===== src/rtl/srp_pkg.sv =====
package srp_pkg;
  localparam int BYTE_W = 8;

  // positions of the mode bits inside the low control byte
  localparam int MODE_WIRE_BIT  = 0;
  localparam int MODE_ORDER_BIT = 1;
  localparam int MODE_DIR_BIT   = 2;

  typedef enum logic [1:0] {
    PH_IDLE  = 2'd0,
    PH_INSTR = 2'd1,
    PH_DATA  = 2'd2,
    PH_DONE  = 2'd3
  } phase_t;

  typedef struct packed {
    logic ascend;
    logic lsb_first;
    logic three_wire;
  } xfer_mode_t;
endpackage


===== src/rtl/srp_sync.sv =====
module srp_sync #(
  parameter int              WIDTH     = 3,
  parameter int              STAGES    = 2,
  parameter logic [WIDTH-1:0] RESET_VAL = '0
) (
  input  logic             clk,
  input  logic             rst,
  input  logic [WIDTH-1:0] d,
  output logic [WIDTH-1:0] q
);
  logic [WIDTH-1:0] pipe [STAGES];

  genvar s;
  generate
    for (s = 0; s < STAGES; s++) begin : g_stage
      if (s == 0) begin : g_first
        always_ff @(posedge clk) begin
          if (rst) pipe[0] <= RESET_VAL;
          else     pipe[0] <= d;
        end
      end else begin : g_next
        always_ff @(posedge clk) begin
          if (rst) pipe[s] <= RESET_VAL;
          else     pipe[s] <= pipe[s-1];
        end
      end
    end
  endgenerate

  assign q = pipe[STAGES-1];
endmodule


===== src/rtl/srp_regfile.sv =====
module srp_regfile #(
  parameter int ADDR_W    = 5,
  parameter int NUM_BYTES = 8
) (
  input  logic              clk,
  input  logic              rst,
  input  logic              wr_en,
  input  logic [ADDR_W-1:0] wr_addr,
  input  logic [7:0]        wr_data,
  input  logic [ADDR_W-1:0] rd_addr,
  output logic [7:0]        rd_data,
  output logic [15:0]       ctrl_word
);
  localparam int               IDX_W     = $clog2(NUM_BYTES);
  localparam logic [ADDR_W:0]  LIMIT     = (ADDR_W+1)'(NUM_BYTES);
  localparam logic [7:0]       HI_KEEP   = 8'h1F;   // bits 15:13 forced low

  logic [7:0] ctrl_lo, ctrl_hi;
  logic [7:0] store [NUM_BYTES];

  logic wr_in_range, rd_in_range;
  assign wr_in_range = ({1'b0, wr_addr} < LIMIT);
  assign rd_in_range = ({1'b0, rd_addr} < LIMIT);

  always_ff @(posedge clk) begin
    if (rst) begin
      ctrl_lo <= '0;
      ctrl_hi <= '0;
    end else if (wr_en) begin
      if (wr_addr == ADDR_W'(0)) ctrl_lo <= wr_data;
      if (wr_addr == ADDR_W'(1)) ctrl_hi <= wr_data & HI_KEEP;
    end
  end

  // storage bytes carry no reset so they map onto distributed/block RAM
  always_ff @(posedge clk) begin
    if (wr_en && wr_in_range && wr_addr > ADDR_W'(1))
      store[wr_addr[IDX_W-1:0]] <= wr_data;
  end

  always_comb begin
    if (rd_addr == ADDR_W'(0))      rd_data = ctrl_lo;
    else if (rd_addr == ADDR_W'(1)) rd_data = ctrl_hi;
    else if (rd_in_range)           rd_data = store[rd_addr[IDX_W-1:0]];
    else                            rd_data = '0;
  end

  assign ctrl_word = {ctrl_hi, ctrl_lo};

  p_rsvd_zero_r9: assert property (@(posedge clk) disable iff (rst)
    ctrl_hi[7:5] == 3'b000);

  p_low_byte_lands_r13: assert property (@(posedge clk) disable iff (rst)
    (wr_en && wr_addr == ADDR_W'(0)) |=> (ctrl_word[7:0] == $past(wr_data)));
endmodule


===== src/rtl/srp_engine.sv =====
module srp_engine
  import srp_pkg::*;
#(
  parameter int ADDR_W = 5,
  parameter int CNT_W  = 2
) (
  input  logic              clk,
  input  logic              rst,
  input  logic              cs_n_s,
  input  logic              sclk_s,
  input  logic              din_s,
  input  xfer_mode_t        mode_in,
  output logic              wr_en,
  output logic [ADDR_W-1:0] wr_addr,
  output logic [7:0]        wr_data,
  output logic [ADDR_W-1:0] rd_addr,
  input  logic [7:0]        rd_data,
  output logic              sdio_o,
  output logic              sdio_oe,
  output logic              sdo,
  output logic              sdo_oe
);
  // instruction layout: [7] read, [ADDR_W +: CNT_W] count-1, [ADDR_W-1:0] address
  localparam int RD_BIT = BYTE_W - 1;

  phase_t            phase;
  xfer_mode_t        mode;
  logic [2:0]        bit_cnt;
  logic [7:0]        in_sh, out_sh;
  logic [ADDR_W-1:0] addr;
  logic [CNT_W-1:0]  left;
  logic              is_rd;
  logic              sclk_d;

  logic              rise, fall, active, last_bit;
  logic [7:0]        sh_next;
  logic [ADDR_W-1:0] addr_step;

  assign rise      = sclk_s & ~sclk_d;
  assign fall      = ~sclk_s & sclk_d;
  assign active    = (phase == PH_INSTR) || (phase == PH_DATA);
  assign last_bit  = (bit_cnt == 3'd7);
  assign sh_next   = mode.lsb_first ? {din_s, in_sh[7:1]} : {in_sh[6:0], din_s};
  assign addr_step = mode.ascend ? addr + ADDR_W'(1) : addr - ADDR_W'(1);
  assign rd_addr   = (phase == PH_INSTR) ? sh_next[ADDR_W-1:0] : addr_step;

  always_ff @(posedge clk) begin
    if (rst) begin
      sclk_d <= 1'b0;
    end else begin
      sclk_d <= sclk_s;
    end
  end

  always_ff @(posedge clk) begin
    if (rst) begin
      phase   <= PH_IDLE;
      mode    <= '0;
      bit_cnt <= '0;
      in_sh   <= '0;
      out_sh  <= '0;
      addr    <= '0;
      left    <= '0;
      is_rd   <= 1'b0;
      wr_en   <= 1'b0;
      wr_addr <= '0;
      wr_data <= '0;
      sdio_o  <= 1'b0;
      sdio_oe <= 1'b0;
      sdo     <= 1'b0;
      sdo_oe  <= 1'b0;
    end else begin
      wr_en <= 1'b0;
      if (cs_n_s) begin
        phase   <= PH_IDLE;
        bit_cnt <= '0;
        sdio_oe <= 1'b0;
        sdo_oe  <= 1'b0;
      end else if (phase == PH_IDLE) begin
        phase   <= PH_INSTR;
        mode    <= mode_in;
        bit_cnt <= '0;
        is_rd   <= 1'b0;
      end else begin
        if (rise && active) begin
          in_sh   <= sh_next;
          bit_cnt <= bit_cnt + 3'd1;
          if (last_bit) begin
            if (phase == PH_INSTR) begin
              phase <= PH_DATA;
              addr  <= sh_next[ADDR_W-1:0];
              left  <= sh_next[ADDR_W +: CNT_W];
              is_rd <= sh_next[RD_BIT];
              if (sh_next[RD_BIT]) begin
                out_sh  <= rd_data;
                sdio_oe <= ~mode.three_wire;
                sdo_oe  <= mode.three_wire;
              end
            end else begin
              if (is_rd) begin
                out_sh <= rd_data;
              end else begin
                wr_en   <= 1'b1;
                wr_addr <= addr;
                wr_data <= sh_next;
              end
              addr <= addr_step;
              if (left == '0) begin
                phase   <= PH_DONE;
                sdio_oe <= 1'b0;
                sdo_oe  <= 1'b0;
              end else begin
                left <= left - CNT_W'(1);
              end
            end
          end
        end
        if (fall && phase == PH_DATA && is_rd) begin
          if (mode.lsb_first) begin
            sdio_o <= mode.three_wire ? 1'b0 : out_sh[0];
            sdo    <= mode.three_wire ? out_sh[0] : 1'b0;
            out_sh <= {1'b0, out_sh[7:1]};
          end else begin
            sdio_o <= mode.three_wire ? 1'b0 : out_sh[7];
            sdo    <= mode.three_wire ? out_sh[7] : 1'b0;
            out_sh <= {out_sh[6:0], 1'b0};
          end
        end
      end
    end
  end

  p_oe_exclusive_r8: assert property (@(posedge clk) disable iff (rst)
    !(sdio_oe && sdo_oe));

  p_three_wire_shared_quiet_r8: assert property (@(posedge clk) disable iff (rst)
    (phase != PH_IDLE && mode.three_wire) |-> !sdio_oe);

  p_idle_quiet_r7: assert property (@(posedge clk) disable iff (rst)
    (phase == PH_IDLE) |-> (!sdio_oe && !sdo_oe));

  p_mode_held_r10: assert property (@(posedge clk) disable iff (rst)
    (phase != PH_IDLE && $past(phase) != PH_IDLE) |-> $stable(mode));

  p_write_from_data_r2: assert property (@(posedge clk) disable iff (rst)
    wr_en |-> (!is_rd && $past(phase) == PH_DATA));

  p_abort_clears_r11: assert property (@(posedge clk) disable iff (rst)
    $rose(cs_n_s) |=> (phase == PH_IDLE && bit_cnt == 3'd0));
endmodule


===== src/rtl/serial_reg_port.sv =====
module serial_reg_port
  import srp_pkg::*;
#(
  parameter int ADDR_W      = 5,
  parameter int CNT_W       = 2,
  parameter int NUM_BYTES   = 8,
  parameter int SYNC_STAGES = 2
) (
  input  logic        clk,
  input  logic        rst,
  input  logic        sclk,
  input  logic        cs_n,
  input  logic        sdio_i,
  output logic        sdio_o,
  output logic        sdio_oe,
  output logic        sdo,
  output logic        sdo_oe,
  output logic [15:0] ctrl_word
);
  logic [2:0]        sync_q;
  logic              cs_n_s, sclk_s, din_s;
  logic              wr_en;
  logic [ADDR_W-1:0] wr_addr, rd_addr;
  logic [7:0]        wr_data, rd_data;
  xfer_mode_t        mode_now;

  srp_sync #(
    .WIDTH     (3),
    .STAGES    (SYNC_STAGES),
    .RESET_VAL (3'b100)
  ) u_sync (
    .clk (clk),
    .rst (rst),
    .d   ({cs_n, sclk, sdio_i}),
    .q   (sync_q)
  );

  assign {cs_n_s, sclk_s, din_s} = sync_q;

  assign mode_now.ascend     = ctrl_word[MODE_DIR_BIT];
  assign mode_now.lsb_first  = ctrl_word[MODE_ORDER_BIT];
  assign mode_now.three_wire = ctrl_word[MODE_WIRE_BIT];

  srp_engine #(
    .ADDR_W (ADDR_W),
    .CNT_W  (CNT_W)
  ) u_engine (
    .clk     (clk),
    .rst     (rst),
    .cs_n_s  (cs_n_s),
    .sclk_s  (sclk_s),
    .din_s   (din_s),
    .mode_in (mode_now),
    .wr_en   (wr_en),
    .wr_addr (wr_addr),
    .wr_data (wr_data),
    .rd_addr (rd_addr),
    .rd_data (rd_data),
    .sdio_o  (sdio_o),
    .sdio_oe (sdio_oe),
    .sdo     (sdo),
    .sdo_oe  (sdo_oe)
  );

  srp_regfile #(
    .ADDR_W    (ADDR_W),
    .NUM_BYTES (NUM_BYTES)
  ) u_regfile (
    .clk       (clk),
    .rst       (rst),
    .wr_en     (wr_en),
    .wr_addr   (wr_addr),
    .wr_data   (wr_data),
    .rd_addr   (rd_addr),
    .rd_data   (rd_data),
    .ctrl_word (ctrl_word)
  );
endmodule


===== config.mk =====
export PLATFORM = sky130hd
export DESIGN_NAME = serial_reg_port
export DESIGN_NICKNAME = d
export VERILOG_FILES = /design/src/rtl/srp_pkg.sv /design/src/rtl/srp_sync.sv /design/src/rtl/srp_regfile.sv /design/src/rtl/srp_engine.sv /design/src/rtl/serial_reg_port.sv
export SDC_FILE = /design/constraint.sdc
export NUM_CORES = 1
export LEC_CHECK = 0
export BUFFER_PORTS_ARGS = -buffer_cell sky130_fd_sc_hd__buf_2
export CORE_ASPECT_RATIO = 1.4
export CORE_MARGIN = 2
export CORE_UTILIZATION = 36
export CTS_BUF_LIST = sky130_fd_sc_hd__clkbuf_2
export DETAILED_ROUTE_END_ITERATION = 10
export PLACE_DENSITY = 0.56
export SYNTH_ARGS = -nofsm -noshare
export SYNTH_HDL_FRONTEND = slang
export SYNTH_HIERARCHICAL = 1
export SYNTH_SLANG_ARGS = --single-unit

===== constraint.sdc =====
create_clock -name clk -period 4.7 [get_ports clk]
set_input_delay 0.94 -clock clk [delete_from_list [all_inputs] [get_ports clk]]
set_output_delay 0.94 -clock clk [all_outputs]
set_load 0.03 [all_outputs]

==> reports/metrics.yaml, run 1 <==
status: "completed"
cellLeakagePower_nw: 2.059
wl_per_cell_um: 17.78
cp_cell_sequence: "inv_1 > ha_1 > inv_1 > o221ai_1 > a211oi_1 > inv_1 > or4_1 > nor2_2 > a221o_1 > nor2_1 > a211o_1 > mux2i_1"
max_slew_margin: 0.3422
dpl_cell_area_um2: 5684
globalRoute.totalOverflow: 0
antenna_found_initial: 0
first_global_vias: 3652
r2r_setup_slack_ns: 1.07
boundaryPins: 25
synth_cell_type_count: 58
ys_ff_latch: 118
fillers: 1456
worst_slack_ns: 1.072
synth_cells: 464
maxCapViolations: 0
clock.fmax_ghz: 0.2756
synth.avg_cell_area_um2: 11.74
die_x_um: 108.0
ys.flop_type: "dfxtp_1"
dieHeight_um: 149.6
synth_top_family_by_area: "simple AND/OR/NAND/NOR gates"
total_power_mw: 1.849
cts_setup_buffers: 0
synth-edff-count: 48
final_cell_count_no_fill: 686
synth_compound_area_frac: 0.09807
rsz0062_at_grt: "no"
synthXorXnorAreaFrac: 0.004823
cts.clk_slew.worst_paths_ns: 0.18
grt_max_degree: 44
post-route-util: 0.3992
clock_sinks: 118
first_pass_iters: 7
antennaDiodeCount: 0
final.setup_skew_ns: 0.02457
slowest_delay_ns: 0.68
path_depth: 12
slew_viol_final: 0
worstRegToRegCells: 12
ir_worst_vdd_mv: 0.1389
area_growth_pct: 9.348
hold_depth: 1
cts_tree: "built"
worst_path_max_delay_cell: "or4_1"
seq_area_frac_synth: 0.5218
design_area_um2: 5957
cp.arrival_ns: 4.20
required_ns: 5.28
path_common_cell: "inv_1"
ant_nets: 0
vias: 3550
insertion_delay_ns: 0.66
cts_made_buffers: 17
wirelength_mm: 12.19
top_usage_layer: "met2"
final_hold_viol_count: 0
clockBufferDepth: 2
critPathLaunchType: "flip-flop"
viasPerCell: 5.175
port_buffers: 21
synth_area_um2: 5448
start_util: 0.3651
dp_slack_ns: 1.116
drive_above_1_share: 0.1903
dieArea_um2: 16150
crit_path_end_kind: "flip-flop"
crit_fanout: 17
htree_levels: 4
hpwl_mm: 8.595
finalSetupViolations: 0
dp.cells: 654
hold_class: "flip-flop to flip-flop"
grt_pass1_wl_mm: 19.62
max_slew.worst_pin.slew_ns: 0.9830
hold_slack_ns: 0.4479
drtIter0Drc: 181
yosys_warnings: 6
cp_num_buf_inv: 3
holdBufCountCts: 0
met1_usage: 0.1926
rows: 53
synthAdderAreaFrac: 0.02664
ctsResizeCount: 0
grt_usage: 0.1613
grt.met3_usage: 0.03659
grt_use_met2: 0.2846
timing.final.crit_share: 0.7720
setup-tns-final_ns: 0
core_area_um2: 14920
yosys.area_share.simple: 0.1599
min_period_ns: 3.628
drc: 0
p_per_area_nw_per_um2: 310.4
critPathKind: "flip-flop to flip-flop"
cts_root_buf: "clkbuf_2"
synthArstFlopShare: 0
synth.mux.area_fraction: 0.1514
nets: 497
crit_family: "compound AO/OA/AOI/OAI gates"
gp_congestion: 0.8037
[where the power goes]
part / leakage, nW / switching (mW) / internal (mW) / total (mW)
clock network: 0.167 / 0.388 / 0.353 / 0.741
registers: 1.01 / 0.00293 / 1.06 / 1.06
logic: 0.883 / 0.0293 / 0.0160 / 0.0453
total: 2.06 / 0.420 / 1.43 / 1.85
[synth_stat cells, types with 8 or more instances]
cell type | number | share of area
dfxtp_1 | 70 | 0.26
nor2_1 | 64 | 0.044
mux2i_1 | 60 | 0.11
edfxtp_1 | 48 | 0.26
nand2b_1 | 36 | 0.041
a211oi_1 | 16 | 0.022
nor2b_1 | 15 | 0.017
buf_2 | 13 | 0.012
clkbuf_1 | 10 | 0.0069
ha_1 | 10 | 0.023
mux2_2 | 10 | 0.021
nand2_1 | 10 | 0.0069
inv_1 | 9 | 0.0062
a211oi_2 | 8 | 0.018
a21oi_1 | 8 | 0.0073
[layout make-up]
type | instances | area, um2 | share of cell area
inverter | 9 | 33.78 | 0.005671
timing repair buffer | 26 | 142.6 | 0.02394
multi-input combinational | 309 | 2425 | 0.4071
clock buffer | 19 | 95.09 | 0.01596
clock inverter | 13 | 177.7 | 0.02983
sequential | 118 | 2843 | 0.4772
tap | 192 | 240.2 | 0.04033
[routing by layer]
layer,vias to the layer above,share of wire
met5,-,0
met4,0,0.018
met3,17,0.044
met2,93,0.52
met1,1728,0.42
li1,1712,-
[placed cells by master (no fill, tap or decap), types with 15 or more instances in the layout]
| cell type | count |
|---|---|
| nor2b_1 | 15 |
| mux2i_1 | 59 |
| a211oi_1 | 16 |
| nor2_1 | 64 |
| edfxtp_1 | 48 |
| buf_2 | 21 |
| dfxtp_1 | 70 |
| nand2b_1 | 36 |
| clkbuf_2 | 19 |
[worst reg2reg max path: cells and delay by family (launching register included)]
kind	cells	cell delay (ns)
AND/OR/NAND/NOR	3	0.93
buffers and inverters	3	0.59
multiplexers	1	0.12
AO/OA/AOI/OAI	4	0.99
adder cells (fa/ha/maj)	1	0.45
flip-flops	1	0.47
[flip-flops by register name (all words and copies together), names as in the netlist, 2 cells and up]
name / cells
u_engine/addr: 5
u_engine/bit_cnt: 3
u_engine/in_sh: 8
u_engine/left: 2
u_engine/mode: 3
u_engine/out_sh: 8
u_engine/phase: 2
u_engine/wr_addr: 5
u_engine/wr_data: 8
u_regfile/ctrl_hi: 5
u_regfile/ctrl_lo: 8
u_regfile/store: 48
u_sync/pipe: 6
[logic make-up (layout without fill, tap and decap cells)]
group                      Yosys count  count (layout)
and+or+nand+nor                    153             153
AOI/OAI and AO/OA                   63              63
xor gates and xnor gates             3               3
adders and majority gates           11              11
muxes                               76              76
buffers and inverters               39              67
DFF                                118             118
other                                1               3
[final timing paths]
check | to | start
setup / recovery | u_engine/out_sh[5] | u_engine/phase[1]
setup reg to reg | u_engine/out_sh[5] | u_engine/phase[1]
hold / removal | u_sync/pipe[1][2] | u_sync/pipe[0][2]
hold reg to reg | u_sync/pipe[1][2] | u_sync/pipe[0][2]
No activity file was read; power rests on OpenSTA's default activity.
==> inputs of run 2 (changes only) <==
clock period = 3.8 ns   (was 4.7 ns; I/O delays follow)
==> run 2 against run 1 <==
Effect of this change:
- non-clock buffer count up 4
- count of clock-buffer cells in the layout is the same
- routed wire length up 1.2%
- clock skew grew 0.0096 ns
==> reports/metrics.yaml, run 2 (synthesized netlist as in run 1, its figures left out) <==
cp-startpoint: "u_engine/phase[1]"
cellLeakagePower_nw: 2.083
slew_viol_final: 0
finalSetupViolations: 0
final_cell_count_no_fill: 690
dp.cells: 658
cts.clk_slew.worst_paths_ns: 0.18
boundaryPins: 25
cts_setup_buffers: 0
gp_congestion: 0.7819
final.setup_skew_ns: 0.03413
ir_worst_vdd_mv: 0.1962
hpwl_mm: 8.748
grt_usage: 0.1610
globalRoute.totalOverflow: 0
max_slew.worst_pin.slew_ns: 1.015
dieArea_um2: 16150
grt_max_degree: 61
fillers: 1458
highest_layer: "met4"
viasPerCell: 5.107
timing.final.crit_share: 0.8922
drive_above_1_share: 0.1988
status: "completed"
regArea_um2: 2843
rows: 53
rsz0062_at_grt: "no"
cp_cell_sequence: "inv_1 > ha_1 > inv_1 > o221ai_1 > a211oi_1 > inv_1 > or4_1 > nor2_2 > a221o_1 > nor2_1 > a211o_1 > mux2i_1"
drc: 0
largest_reg_flops: 48
crit_fanout: 10
cp.arrival_ns: 3.98
grt_pass1_wl_mm: 19.40
insertion_delay_ns: 0.67
maxCapViolations: 0
die_x_um: 108.0
min_period_ns: 3.390
clockBufferDepth: 2
critPathKind: "flip-flop to flip-flop"
vias: 3524
ant_nets: 0
final_hold_viol_count: 0
dieHeight_um: 149.6
critPathLaunchType: "flip-flop"
start_util: 0.3651
required_ns: 4.39
core_area_um2: 14920
clock.fmax_ghz: 0.2950
final_common_cell: "dfxtp_1"
cts_made_buffers: 17
port_buffers: 21
holdBufCountCts: 0
antennaDiodeCount: 0
max_slew_margin: 0.3233
wl_met3_um: 429
clock_sinks: 118
worst_path_max_delay_cell: "or4_1"
p_per_area_nw_per_um2: 384.0
path_common_cell: "inv_1"
multi_input_area_um2: 2425
wl_met1_mm: 5.328
wirelength_mm: 12.34
ctsResizeCount: 0
hold_start: "cs_n"
nets: 501
r2r-start: "u_engine/phase[1]"
first_global_vias: 3509
htree_levels: 4
first_pass_iters: 6
layout_common_cells: "70 x dfxtp_1, 64 x nor2_1, 59 x mux2i_1"
drtIter0Drc: 180
crit_path_end_kind: "flip-flop"
antenna_found_initial: 0
setup-tns-final_ns: 0
hold_class: "primary input to flip-flop"
area_growth_pct: 10.15
cts_tree: "built"
wl_met2_mm: 6.316
wl_per_cell_um: 17.88
slowest_delay_ns: 0.67
cts_root_buf: "clkbuf_2"
run 2: cell types whose count changed in the layout (fill, tap and decap cells not counted):
cell        delta
inv_2          +1
buf_4          +3
buf_12         +1
clkinv_1       -1
clkinv_4       -1
clkinvlp_4     +1
inv_4          -1
inv_6          +1
run 2: metal layers:
metal	GRT usage	vias up
li1	-	1717
met1	0.1944	1711
met2	0.2736	74
met3	0.04443	22
met4	0.05705	0
met5	0	-
run 2: final timing paths:
check                                          end  cells past startpoint  slack [ns]
worst max register to register  u_engine/out_sh[5]                     12        0.41
worst min-delay path             u_sync/pipe[0][2]                      2        0.27
worst max-delay path            u_engine/out_sh[5]                     12        0.41
worst min register to register   u_sync/pipe[1][2]                      1        0.43
run 2: per-stage QoR:
stage	area (um2)	total power, mW	setup slack, ns	utilization	hold WS, ns
2_1_floorplan	5455	1.386	0.8345	-	0.3832
6_report	6001	2.304	0.4097	0.4022	0.2684
5_1_grt	6001	2.392	0.1948	0.4022	0.1943
3_5_place_dp	5727	1.400	0.4679	0.3838	0.3904
3_3_place_gp	5727	1.400	0.5614	0.3838	0.3898
4_1_cts	6001	2.329	0.3916	0.4022	0.1866
run 2: layout make-up:
| type | instances | area share |
|---|---|---|
| Multi-Input combinational cell | 309 | 0.4041 |
| Clock inverter | 13 | 0.02982 |
| Clock buffer | 19 | 0.01585 |
| Inverter | 9 | 0.005630 |
| Tap cell | 192 | 0.04003 |
| Timing Repair Buffer | 30 | 0.03086 |
| Sequential cell | 118 | 0.4737 |
run 2: where the power goes:
group          leakage (nW)  switching (mW)  internal, mW
Sequential             1.01         0.00366          1.31
Clock                 0.165           0.494         0.438
Combinational         0.908          0.0367        0.0214
run 2: critical path, delay by kind of cell (launching register included):
kind / cells / cell delay (ns)
AO/OA/AOI/OAI: 4 / 0.92
adder cells (fa/ha/maj): 1 / 0.35
buffers and inverters: 3 / 0.54
flip-flops: 1 / 0.47
multiplexers: 1 / 0.13
AND/OR/NAND/NOR: 3 / 0.92
